$ cat src/rtl/overlayPkg.sv
package overlayPkg;
  localparam int ADDR_W   = 16;
  localparam int SEG_BITS = 3;
  localparam int NUM_SEGS = 1 << SEG_BITS;
  localparam int NUM_EN   = 5;
  localparam int EN_IDX_W = $clog2(NUM_EN);
  localparam logic [NUM_EN-1:0] EN_RESET = 5'b00001;

  typedef struct packed {
    logic [NUM_EN-1:0] segEnable;
  } ctrlStrobes_t;

  // Which enable bit governs each 8 KB window.
  function automatic logic [EN_IDX_W-1:0] enBitForSeg(input logic [SEG_BITS-1:0] seg);
    case (seg)
      3'd0:    return EN_IDX_W'(1);
      3'd2:    return EN_IDX_W'(2);
      3'd3:    return EN_IDX_W'(3);
      3'd4:    return EN_IDX_W'(4);
      default: return EN_IDX_W'(0);
    endcase
  endfunction
endpackage

$ cat src/rtl/overlayCtrl.sv
module overlayCtrl
  import overlayPkg::*;
#(
  parameter logic [15:0] BIT_BASE = 16'h0400
) (
  input  logic         clk,
  input  logic         rstN,
  input  logic [15:0]  bitIoAddr,
  input  logic         bitIoWr,
  input  logic         bitIoDin,
  output logic         bitIoDout,
  output ctrlStrobes_t strobes
);
  logic [NUM_EN-1:0] enLatch;
  logic [15:0]       offset;
  logic              inWindow;

  assign offset   = bitIoAddr - BIT_BASE;
  assign inWindow = (offset < 16'(NUM_EN));

  genvar k;
  generate
    for (k = 0; k < NUM_EN; k++) begin : g_latch
      logic hit;
      assign hit = bitIoWr && (bitIoAddr == 16'(BIT_BASE + 16'(k)));
      always_ff @(posedge clk) begin
        if (!rstN)    enLatch[k] <= EN_RESET[k];
        else if (hit) enLatch[k] <= bitIoDin;
      end
    end
  endgenerate

  always_comb begin
    bitIoDout = 1'b0;
    if (inWindow) bitIoDout = enLatch[offset[EN_IDX_W-1:0]];
  end

  assign strobes.segEnable = enLatch;
endmodule

$ cat src/rtl/overlayDatapath.sv
module overlayDatapath
  import overlayPkg::*;
(
  input  logic [ADDR_W-1:1] cpuAddr,
  input  logic              memReq,
  input  logic              writeReq,
  input  ctrlStrobes_t      strobes,
  output logic              ramSel,
  output logic              ramWe,
  output logic [ADDR_W-2:0] ramAddr,
  output logic              extInhibit
);
  logic [SEG_BITS-1:0] segIdx;
  logic [NUM_SEGS-1:0] segOn;

  assign segIdx = cpuAddr[ADDR_W-1 -: SEG_BITS];

  genvar s;
  generate
    for (s = 0; s < NUM_SEGS; s++) begin : g_seg
      assign segOn[s] = strobes.segEnable[enBitForSeg(SEG_BITS'(s))];
    end
  endgenerate

  assign ramSel     = memReq && segOn[segIdx];
  assign ramWe      = ramSel && writeReq;
  assign extInhibit = ramSel;
  assign ramAddr    = cpuAddr;
endmodule

$ cat src/rtl/overlayDecoder.sv
module overlayDecoder
  import overlayPkg::*;
#(
  parameter logic [15:0] BIT_BASE = 16'h0400
) (
  input  logic        clk,
  input  logic        rstN,
  input  logic [15:1] cpuAddr,
  input  logic        memReq,
  input  logic        writeReq,
  input  logic [15:0] bitIoAddr,
  input  logic        bitIoWr,
  input  logic        bitIoDin,
  output logic        bitIoDout,
  output logic        ramSel,
  output logic        ramWe,
  output logic [14:0] ramAddr,
  output logic        extInhibit
);
  ctrlStrobes_t strobes;

  overlayCtrl #(.BIT_BASE(BIT_BASE)) u_ctrl (
    .clk(clk), .rstN(rstN), .bitIoAddr(bitIoAddr), .bitIoWr(bitIoWr),
    .bitIoDin(bitIoDin), .bitIoDout(bitIoDout), .strobes(strobes)
  );

  overlayDatapath u_dp (
    .cpuAddr(cpuAddr), .memReq(memReq), .writeReq(writeReq), .strobes(strobes),
    .ramSel(ramSel), .ramWe(ramWe), .ramAddr(ramAddr), .extInhibit(extInhibit)
  );
endmodule

$ cat config.mk
export PLATFORM = sky130hd
export DESIGN_NAME = overlayDecoder
export DESIGN_NICKNAME = d
export VERILOG_FILES = /design/src/rtl/overlayPkg.sv /design/src/rtl/overlayCtrl.sv /design/src/rtl/overlayDatapath.sv /design/src/rtl/overlayDecoder.sv
export SDC_FILE = /design/constraint.sdc
export NUM_CORES = 1
export LEC_CHECK = 0
export BUFFER_PORTS_ARGS = -buffer_cell sky130_fd_sc_hd__clkbuf_2
export CORE_MARGIN = 1.5
export CORE_UTILIZATION = 25
export CTS_BUF_LIST = sky130_fd_sc_hd__clkbuf_4 sky130_fd_sc_hd__clkbuf_8
export DETAILED_ROUTE_END_ITERATION = 16
export PLACE_DENSITY_LB_ADDON = 0.08
export SLEW_MARGIN = 15
export SYNTH_ARGS = -nofsm -noshare
export SYNTH_HDL_FRONTEND = slang
export SYNTH_SLANG_ARGS = --single-unit
$ cat constraint.sdc
create_clock -name clk -period 3 [get_ports clk]
set_input_delay 0.45 -clock clk [delete_from_list [all_inputs] [get_ports clk]]
set_output_delay 0.45 -clock clk [all_outputs]
set_load 0.02 [all_outputs]
After elaboration in Yosys (flattened, before gate mapping)
Index checks and enable logic that the tools add are counted.

operators by class
  $add $sub $neg = 1
  order comparisons = 3
  eq/ne operators = 5
  mux-type cells = 5
  reductions and logical operators = 7

operators with widths
  operator                number
  $eq 16x11->1 const B    5
  $lt 16x3->1 const B     1
  $sub 16x11->16 const B  1
  $lt 3x4->1 const B      2
  $logic_and 1x1->1       7
  $bmux 1 s3              2
  $mux 1                  3

word-level totals
  register bits = 5
  bits of input ports = 37

Longest topological paths before layout
Gate-level depths: netlist (run 1).

  depth after elaboration = 4
  gate-level depth with buffers = 5
  depth with buffers taken out = 4

Modules after synthesis
Synthesis (run 1) repeated with hierarchy kept, for this count alone.

unflattened totals
  cell total of the unflattened synthesis = 66
  area total of the unflattened synthesis = 576.8 sq um

by module, submodules not included
  module           instances  cells each  area each (sq um)
  overlayCtrl      1          42          391.6
  overlayDatapath  1          24          185.2

Worst setup path before layout (run 1)
No wires, ideal clock.

  path type = input -> output
  from = input bitIoAddr[1]
  to = output bitIoDout
  data arrival time = 1.958 ns
  data required time = 2.550 ns
  path slack = 0.592 ns
  stages = 4
  path buffers = 1
  cell sequence = buf_2 > nor2_1 > nand2_1 > a2111oi_0

between the ends
  cells in the longest elaborated chain, start to end = 4

RTL lines
  item                                                                 line                  RTL
  from (decl)                                                          overlayDecoder.sv:11  input logic [15:0] bitIoAddr,
  $sub 16x11->16 *                                                     overlayCtrl.sv:18     assign offset = bitIoAddr - BIT_BASE;
  parallel branches: the longest is 2 deep, another holds $lt 16x3->1  -
  $mux 1 *                                                             overlayCtrl.sv:35     if (inWindow) bitIoDout = enLatch[offset[EN_IDX_W-1:0]];
  to (decl)                                                            overlayDecoder.sv:14  output logic bitIoDout,

Every way passes the cells marked *. The select of a mux whose other input is x is not followed.

Worst setup path after layout (run 1)
  from = input bitIoAddr[13]
  to = output bitIoDout

between the ends
  cells in the longest elaborated chain, start to end = 3

RTL lines
  item            line               RTL
  $sub 16x11->16  overlayCtrl.sv:18
  $lt 16x3->1     overlayCtrl.sv:19  assign inWindow = (offset < 16'(NUM_EN));
  $mux 1          overlayCtrl.sv:35

Every way passes these cells.

==> summary.md, run 1 <==
| Metric | Value |
|---|---|
| Outcome | finished clean |
| Fmax | 483 MHz |
| Avg Cell Area, Syn | approximately 8.2 µm² |
| Starting Density | 26.3% |
| WL met3 | 103 µm |
| Share of cells above drive strength 1 | 47.1% |
| Final Hold Vio Count | 0 |
| CP peak stage delay | 0.39 ns |
| Post-DP HPWL | between 1000 and 1500 µm |
| Max reg flops | 5 |
| CTS Sinks | 5 |
| Synth cell types | 24 |
| Die span in x | 51.0 µm |
| DR WL met2 | 647 µm |
| Worst path arrival time | 1.62 ns |
| Setup crit start kind | input pin |
| Port Buffer Count | 31 |
| CP top delay family | simple AND/OR/NAND/NOR gates |
| Critical path buffers and inverters | 2 |
| R2R Setup Slk | around 2.3 ns |
| Crit-path slowest cell | nor4_4 |
| Top layer in use | met4 |
| Core Footprint | roughly 2200 µm² |
| Post-Syn Nets | ~110 |
| Fin. max-slew vios | 0 |
| Biggest area consumer among synthesized cells | buf_4 |
| Synth Register Bits | 5 |
| First-pass GRT wire length | about 2100 µm |
| CTS tree | yes |
| Final setup fails | 0 |
| Root Driver | clkbuf_4 |
| Post-route ant nets | 0 |
| Postcts setup bufs | 0 |
| Leakage | 0.275 nW |
| Worst skew pair latency | ~0.23 ns |
| Crit end category | output pin |
| Average vias per placed instance | 4.70 |
| Crit path cell chain | clkbuf_2 -> nor4_4 -> nand3_1 -> a2111oi_0 -> clkbuf_2 |
| DRT Wirelength | between 1000 and 1500 µm |
| WL/cell | 11.1 µm |
| Pre-antenna DRT Iters | 2 |
| Sequential area share after synthesis | between 10% and 20% |
| Fin crit share | approximately 69% |
| Ant diodes | 0 |
| Least-Margin Pin Slew | slightly below 0.4 ns |
| Most frequent cell on the critical path | clkbuf_2 |
| Maximum Capacitance Violations | 0 |
| Final Instance Area | between 600 and 700 µm² |
| DRC violations left | 0 |
| Die area | 2600 µm² |
| Initial antenna violation count | 0 |
| Row count | 17 |
| Peak VDD IR | 0.101 mV |
| Post-CTS Hold Fix Bufs | 0 |
| Top cells by area, synth | buf_4 21%, dfxtp_1 17%, nor4_4 7.4%, o21ai_0 5.2%, nand4b_1 4.6% |
| Number of stages on the worst setup path | 5 |
| DP Area | roughly 640 µm² |
| Final nets | 125 |
| Kind of critical path | input pin to output pin |
| RD Place Congestion | 0.695 |
| CTS buffer count | 3 |
| Gate count of the mapped netlist | 70 |
| Critical-path maximum fanout | 5 |
| R2r endpoint | u_ctrl.strobes[1] |
| Setup TNS | 0 ns |
| Largest net degree at the start of global routing | 12 |
| RSZ-0062 raised after global routing | false |
| Hold/Removal Path Class | input pin to flip-flop |
| WL met1 | 515 µm |
| Chip Height | approximately 50 µm |
| Grt ovf | 0 |
| R2r startpoint | u_ctrl.strobes[1] |
| Vias | 540 |
| Worst Clk Skew | 0 ns |
| Final core utilization | slightly above 30% |
| Setup crit start | bitIoAddr[13] |
| Ports | 56 |
| Power density cells | between 300 and 400 nW/µm² |
| Area grow syn2layout | 15.7% |
| Cell area after synthesis | around 580 µm² |
| Cts repair resizes | 0 |
| DRT iter0 DRCs | 2 |
| Clock Path Buffers | 2 |
| H-tree depth | 1 |
| Total GRT Usage | 11.0% |
| Synth warnings | 0 |
| Vias in the first global route | 530 |
| Crit path capture | bitIoDout |
| Worst reg-to-reg path cell count | 2 |
| Relative slew slack | between 70% and 80% |
| Final min period | ~2.1 ns |
| Top-area cell type share of the netlist area | a little over a fifth |
| Clock-pin slew of the registers on the worst-case setup and hold paths | 0.04 ns |
| Req. time, crit path | roughly 2.6 ns |
## metrics by stage
stage	hold slack [ns]	instances	setup WS (ns)	power [mW]
6_report	0.423	115	0.930	0.203
5_1_grt	0.450	115	0.812	0.214
3_3_place_gp	0.502	111	0.937	0.120
2_1_floorplan	0.457	70	0.592	0.119
4_1_cts	0.415	115	0.893	0.208
3_5_place_dp	0.500	111	0.899	0.121
## final cells by class
cell class	count	area (µm²)
repair buffers	31	155
fillers	246	1530
clock buffers	4	30.0
well taps	28	35.0
inverters	2	7.51
flip-flops and latches	5	100
multi-input cells	45	338
## synthesized netlist by cell type
cell       instances
nor3b_1            1
nor4b_4            1
nor4_4             2
o21ai_0            6
nand2b_1           2
nand4b_1           3
mux4_2             1
and2_1             1
a311oi_2           1
a21oi_1            3
nand2_1            6
nand4_1            3
o31ai_1            2
dfxtp_1            5
mux2i_1            1
inv_1              2
buf_2              2
buf_4             16
o211ai_1           1
nor2_1             4
o21bai_1           1
nand3_1            4
and4_4             1
a2111oi_0          1
## cells by family after synthesis
group                  synth area share (%)
AO/OA/AOI/OAI                          17.2
buffers and inverters                  23.9
flip-flops                             17.4
multiplexers                           5.65
AND/OR/NAND/NOR                        35.9
## report_power, final
group / total, mW / switching (mW) / internal (mW)
Clock: 0.0844 / 0.0252 / 0.0591
Combinational: 0.0519 / 0.0291 / 0.0228
Sequential: 0.0667 / 0.000000553 / 0.0667
## how the worst min path moves through the flow
| stage | end | slack [ns] | start | cells after the start |
|---|---|---|---|---|
| 2_1_floorplan | u_ctrl.strobes[2] | 0.46 | u_ctrl.strobes[2] | 2 |
| 4_1_cts | u_ctrl.strobes[0] | 0.41 | rstN | 2 |
| 5_1_grt | u_ctrl.strobes[0] | 0.45 | rstN | 2 |
| 3_3_place_gp | u_ctrl.strobes[2] | 0.50 | u_ctrl.strobes[2] | 2 |
| 3_5_place_dp | u_ctrl.strobes[2] | 0.50 | u_ctrl.strobes[2] | 2 |
| 6_report | u_ctrl.strobes[0] | 0.42 | rstN | 2 |
## layer usage
metal | GRT usage (%) | vias up
li1 | - | 275
met1 | 11.0 | 237
met2 | 19.0 | 26
met3 | 2.34 | 2
met4 | 9.46 | 0
met5 | 0 | -
## cell usage in the layout, fill, tap and decap left out, types with 2 or more instances in the layout
cell type  Yosys  routed
clkbuf_2       0      31
nand2_1        6       6
o21ai_0        6       6
dfxtp_1        5       5
nor2_1         4       4
nand3_1        4       4
clkbuf_4       0       4
nand4_1        3       3
a21oi_1        3       3
nand4b_1       3       3
nor4_4         2       2
inv_1          2       2
nand2b_1       2       2
o31ai_1        2       2
No activity file was read; power rests on OpenSTA's default activity.
==> run 2, diff against run 1 <==
Clock period 3 ns to 2.12 ns, I/O delays scaled along.
==> summary.md, run 2 (synthesis results as in run 1) <==
| Metric | Value |
|---|---|
| Outcome | finished clean |
| Port Buffer Count | 31 |
| Final Hold Vio Count | 0 |
| Post-Layout Cell Count | around 120 |
| Top layer in use | met3 |
| Share of cells above drive strength 1 | between 40% and 50% |
| WL/cell | around 11 µm |
| Crit end category | output pin |
| Final min period | approximately 1.9 ns |
| Vias in the first global route | around 520 |
| WL met3 | 129 µm |
| Area grow syn2layout | 17.2% |
| Final Instance Area | just under 700 µm² |
| Power density cells | 425 nW/µm² |
| Final setup fails | 0 |
| WL met1 | 466 µm |
| Relative slew slack | about three quarters |
| Starting Density | 26.3% |
| Least-Margin Pin Slew | between 0.3 and 0.4 ns |
| Row count | 17 |
| Post-CTS Hold Fix Bufs | 0 |
| DRT Wirelength | 1270 µm |
| Hold endpoint | u_ctrl.strobes[0] |
| Post-route ant nets | 0 |
| Peak VDD IR | around 0.13 mV |
| CTS Sinks | 5 |
| Root Driver | clkbuf_4 |
| Clock Path Buffers | 2 |
| Die span in x | slightly above 50 µm |
| Die area | 2600 µm² |
| R2r endpoint | u_ctrl.strobes[1] |
| Fin. max-slew vios | 0 |
| DRT iter0 DRCs | 0 |
| Clock-pin slew of the registers on the worst-case setup and hold paths | ~0.040 ns |
| Most common cell after layout, fill and taps aside | clkbuf_2 |
| CTS tree | yes |
| Maximum Capacitance Violations | 0 |
| Worst skew pair latency | 0.23 ns |
| Average vias per placed instance | roughly 4.7 |
| Initial antenna violation count | 0 |
| Worst Clk Skew | 0 ns |
| Leakage | 0.279 nW |
| H-tree depth | 1 |
| Critical-path maximum fanout | 3 |
| Core Footprint | 2190 µm² |
| Kind of critical path | flip-flop to output pin |
| Req. time, crit path | 1.80 ns |
| Setup TNS | 0 ns |
| Worst path arrival time | 1.55 ns |
| Worst reg-to-reg path cell count | 2 |
| Hold/Removal Path Class | input pin to flip-flop |
| Cts repair resizes | 0 |
| Hold Path Depth | 2 |
| R2r startpoint | u_ctrl.strobes[1] |
| Postcts setup bufs | 0 |
| Post-Place Cells | 112 |
| Total GRT Usage | between 10 and 15% |
| Pre-antenna DRT Iters | 1 |
| Source of the worst hold timing path | rstN |
| Setup crit start kind | flip-flop |
| Final nets | ~130 |
| Post-DP HPWL | about 1200 µm |
| Fin crit share | roughly nine tenths |
| Ports | 56 |
| Max reg flops | 5 |
| CTS buffer count | 3 |
| Grt ovf | 0 |
| First-pass GRT wire length | roughly 2100 µm |
| Ant diodes | 0 |
| Largest net degree at the start of global routing | 12 |
| Chip Height | around 51 µm |
| RSZ-0062 raised after global routing | false |
| Commonest cells after routing, fill and taps aside | 31 x clkbuf_2, 6 x nand2_1, 6 x o21ai_0, 5 x dfxtp_1 |
| Vias | 550 |
| DR WL met2 | 676 µm |
| RD Place Congestion | about 0.65 |
| DRC violations left | 0 |
| DP Area | about 640 µm² |
| Fmax | 535 MHz |
| R2R Setup Slk | 1.43 ns |
| # fillers | 260 |
==> run 2: cell types whose count changed in the layout (fill, tap and decap cells not counted), sizes merged <==
| cell | before | now |
|---|---|---|
| buf | 0 | 1 |
==> run 2: per-layer routing <==
metal | global-route usage, % | vias up
met5 | 0 | -
met1 | 10.9 | 241
met3 | 2.63 | 0
li1 | - | 280
met2 | 19.9 | 29
met4 | 7.66 | 0
==> run 2: worst max-delay path, stage by stage (launching register included) <==
cell and delay [ns]:
dfxtp_1 0.34, mux4_2 0.46, nor2_1 0.13, a311oi_2 0.07, and2_1 0.18, clkbuf_2 0.15
==> run 2: cell type report <==
class                           count  area, µm²  area share, %
Sequential cell                     5        100           14.8
Tap cell                           28       35.0           5.19
Multi-Input combinational cell     45        339           50.3
Clock buffer                        4       30.0           4.45
Timing Repair Buffer               32        163           24.1
Inverter                            2       7.51           1.11
==> run 2: how the worst max path moves through the flow <==
| stage | to | slack, ns | startpoint |
|---|---|---|---|
| after global placement | bitIoDout | 0.31 | bitIoAddr[0] |
| after CTS | ramWe | 0.22 | u_ctrl.strobes[3] |
| after floorplan | bitIoDout | 0.22 | bitIoAddr[1] |
| after global routing | bitIoDout | 0.16 | u_ctrl.strobes[0] |
| final | ramWe | 0.25 | u_ctrl.strobes[1] |
| after detailed placement | bitIoDout | 0.32 | bitIoAddr[0] |
==> run 2: stage by stage <==
| stage | total power, mW | util (%) | hold WS, ns | setup slack, ns |
|---|---|---|---|---|
| floorplan | 0.169 | - | 0.390 | 0.218 |
| global placement | 0.172 | 29.4 | 0.494 | 0.306 |
| CTS | 0.294 | 30.8 | 0.286 | 0.225 |
| finish | 0.286 | 30.8 | 0.292 | 0.250 |
| detailed placement | 0.172 | 29.4 | 0.493 | 0.321 |
| global route | 0.304 | 30.8 | 0.319 | 0.163 |
==> run 2: power by group <==
part	internal, mW	total, mW	switching (mW)
Clock	0.0836	0.117	0.0337
Sequential	0.0944	0.0944	0.000000819
Combinational	0.0336	0.0748	0.0412
Total	0.212	0.286	0.0749
==> run 3, diff against run 2 <==
Settings changed: BUFFER_PORTS_ARGS -buffer_cell sky130_fd_sc_hd__clkbuf_2 to -buffer_cell sky130_fd_sc_hd__buf_2, SETUP_SLACK_MARGIN set to 0.5.
==> summary.md, run 3 (synthesis results as in run 1) <==
| Metric | Value |
|---|---|
| Average vias per placed instance | about 4.8 |
| Setup TNS | 0 ns |
| Switch Pwr | 0.0858 mW |
| Worst Clk Skew | 0 ns |
| Critical-path maximum fanout | 3 |
| Max reg flops | 5 |
| Most common cell after layout, fill and taps aside | buf_2 |
| Final min period | ~1.8 ns |
| Worst skew pair latency | 0.24 ns |
| Net Sw Frac | ~28% |
| Power Total | about 0.3 mW |
| Crit-path slowest cell | mux4_2 |
| Commonest cells after routing, fill and taps aside | 25 x buf_2, 8 x buf_4, 6 x nand2_1, 6 x buf_6 |
| R2r endpoint | u_ctrl.strobes[0] |
| Outcome | finished clean |
| WL met1 | approximately 460 µm |
| WL/cell | ~10 µm |
| CP top delay family | multiplexers |
| DRT iter0 DRCs | 1 |
| R2r startpoint | u_ctrl.strobes[0] |
| Ant diodes | 0 |
| R2R Setup Slk | 1.30 ns |
| Maximum Capacitance Violations | 0 |
| Crit end category | output pin |
| Crit path cell chain | mux4_2 -> nor2_4 -> a311oi_4 -> and2_4 -> buf_6 |
| Vias in the first global route | approximately 590 |
| Clock power share | 39.4% |
| Reg power frac | 30.5% |
| Grt ovf | 0 |
| First-pass GRT wire length | between 2000 and 2500 µm |
| Largest net degree at the start of global routing | 12 |
| H-tree depth | 1 |
| Clock Path Buffers | 2 |
| DRC violations left | 0 |
| Die area | 2600 µm² |
| Area grow syn2layout | 43.3% |
| Setup crit start kind | flip-flop |
| Ports | 56 |
| Post-Place Cells | ~110 |
| Post-Layout Cell Count | between 100 and 150 |
| Chip Height | 51.0 µm |
| Starting Density | 26.3% |
| Kind of critical path | flip-flop to output pin |
| RD Place Congestion | approximately 0.66 |
| PnR worst setup slack | between 0.3 and 0.4 ns |
| Internal power | roughly 0.22 mW |
| Top layer in use | met4 |
| Vias | slightly below 600 |
| Final setup fails | 0 |
| CTS Sinks | 5 |
| Pre-antenna DRT Iters | 2 |
| DRT Wirelength | between 1000 and 1500 µm |
| Total GRT Usage | 11.2% |
| Critical path buffers and inverters | 1 |
| Post-route ant nets | 0 |
| CTS buffer count | 3 |
| Fin crit share | between 80% and 90% |
| DR WL met2 | a little over 700 µm |
| RSZ-0062 raised after global routing | true |
| Req. time, crit path | around 1.8 ns |
| Fin. max-slew vios | 0 |
| Row count | 17 |
| CTS tree | yes |
| Dpl ws | 0.315 ns |
| Logic pwr share | 30.1% |
| Relative slew slack | about 75% |
| Fmax | 556 MHz |
| Post-DP HPWL | ~1000 µm |
| Hold endpoint | u_ctrl.strobes[0] |
| Hold Path Depth | 2 |
| Final Hold Vio Count | 0 |
| Least-Margin Pin Slew | ~0.37 ns |
| Peak VDD IR | about 0.099 mV |
| Clock-pin slew of the registers on the worst-case setup and hold paths | around 0.04 ns |
| Hold/Removal Path Class | input pin to flip-flop |
| CP peak stage delay | about 0.5 ns |
| Post-CTS Hold Fix Bufs | 0 |
| Final nets | approximately 130 |
| Port Buffer Count | 31 |
| Die span in x | 51.0 µm |
| Source of the worst hold timing path | rstN |
| Initial antenna violation count | 0 |
| Worst path arrival time | 1.48 ns |
| WL met3 | approximately 100 µm |
| Worst reg-to-reg path cell count | 4 |
| Core Footprint | 2190 µm² |
| Power density cells | roughly 370 nW/µm² |
| Share of cells above drive strength 1 | around 63% |
| Root Driver | clkbuf_4 |
| Leakage | approximately 0.33 nW |
## run 3: what timing repair did
action | in CTS | in global routing
pin swaps | 10 | 3
gates cloned | 0 | 0
setup endpoints to repair | 4 | 4
gates resized for setup | 20 | 1
buffers inserted | 7 | 1
## run 3: layout make-up
cell class | count | area [µm²]
Fill cell | 245 | 1370
Clock buffer | 4 | 30.0
Tap cell | 28 | 35.0
Inverter | 2 | 7.51
Timing Repair Buffer | 39 | 253
Multi-Input combinational cell | 45 | 395
Sequential cell | 5 | 104
## run 3: power groups by stage
| stage | sequential, mW | combinational, mW | clock, mW |
|---|---|---|---|
| floorplan | 0.0960 | 0.0771 | 0 |
| global placement | 0.0960 | 0.0793 | 0 |
| detailed placement | 0.0960 | 0.0796 | 0 |
| CTS | 0.0943 | 0.0932 | 0.125 |
| global route | 0.0940 | 0.101 | 0.136 |
| finish | 0.0943 | 0.0928 | 0.122 |
## run 3: worst register-to-register path, cell delays in order, from the launching register on
cell and delay [ns]:
dfxtp_2 0.31, buf_4 0.13, buf_6 0.11, o31ai_1 0.06, nand3_1 0.10
## run 3: metal layers
| layer | vias to the layer above | track usage (%) |
|---|---|---|
| met5 | - | 0 |
| met4 | 0 | 8.56 |
| met3 | 2 | 2.34 |
| met2 | 22 | 20.8 |
| met1 | 270 | 10.5 |
| li1 | 293 | - |
## run 3: through the flow
| stage | hold slack, ns | area (µm²) | utilization (%) |
|---|---|---|---|
| floorplan | 0.390 | 609 | - |
| global placement | 0.507 | 669 | 30.6 |
| detailed placement | 0.494 | 669 | 30.6 |
| CTS | 0.289 | 813 | 37.1 |
| global route | 0.320 | 825 | 37.6 |
| finish | 0.297 | 825 | 37.6 |
## run 3: how the worst max path moves through the flow
stage / startpoint / to / slack [ns] / cells after the start
2_1_floorplan: cpuAddr[14] / ramWe / 0.50 / 4
3_5_place_dp: cpuAddr[14] / ramWe / 0.31 / 6
5_1_grt: u_ctrl.strobes[3] / ramWe / 0.27 / 5
3_3_place_gp: cpuAddr[14] / ramWe / 0.33 / 6
6_report: u_ctrl.strobes[3] / ramWe / 0.32 / 5
4_1_cts: u_ctrl.strobes[3] / ramWe / 0.28 / 5
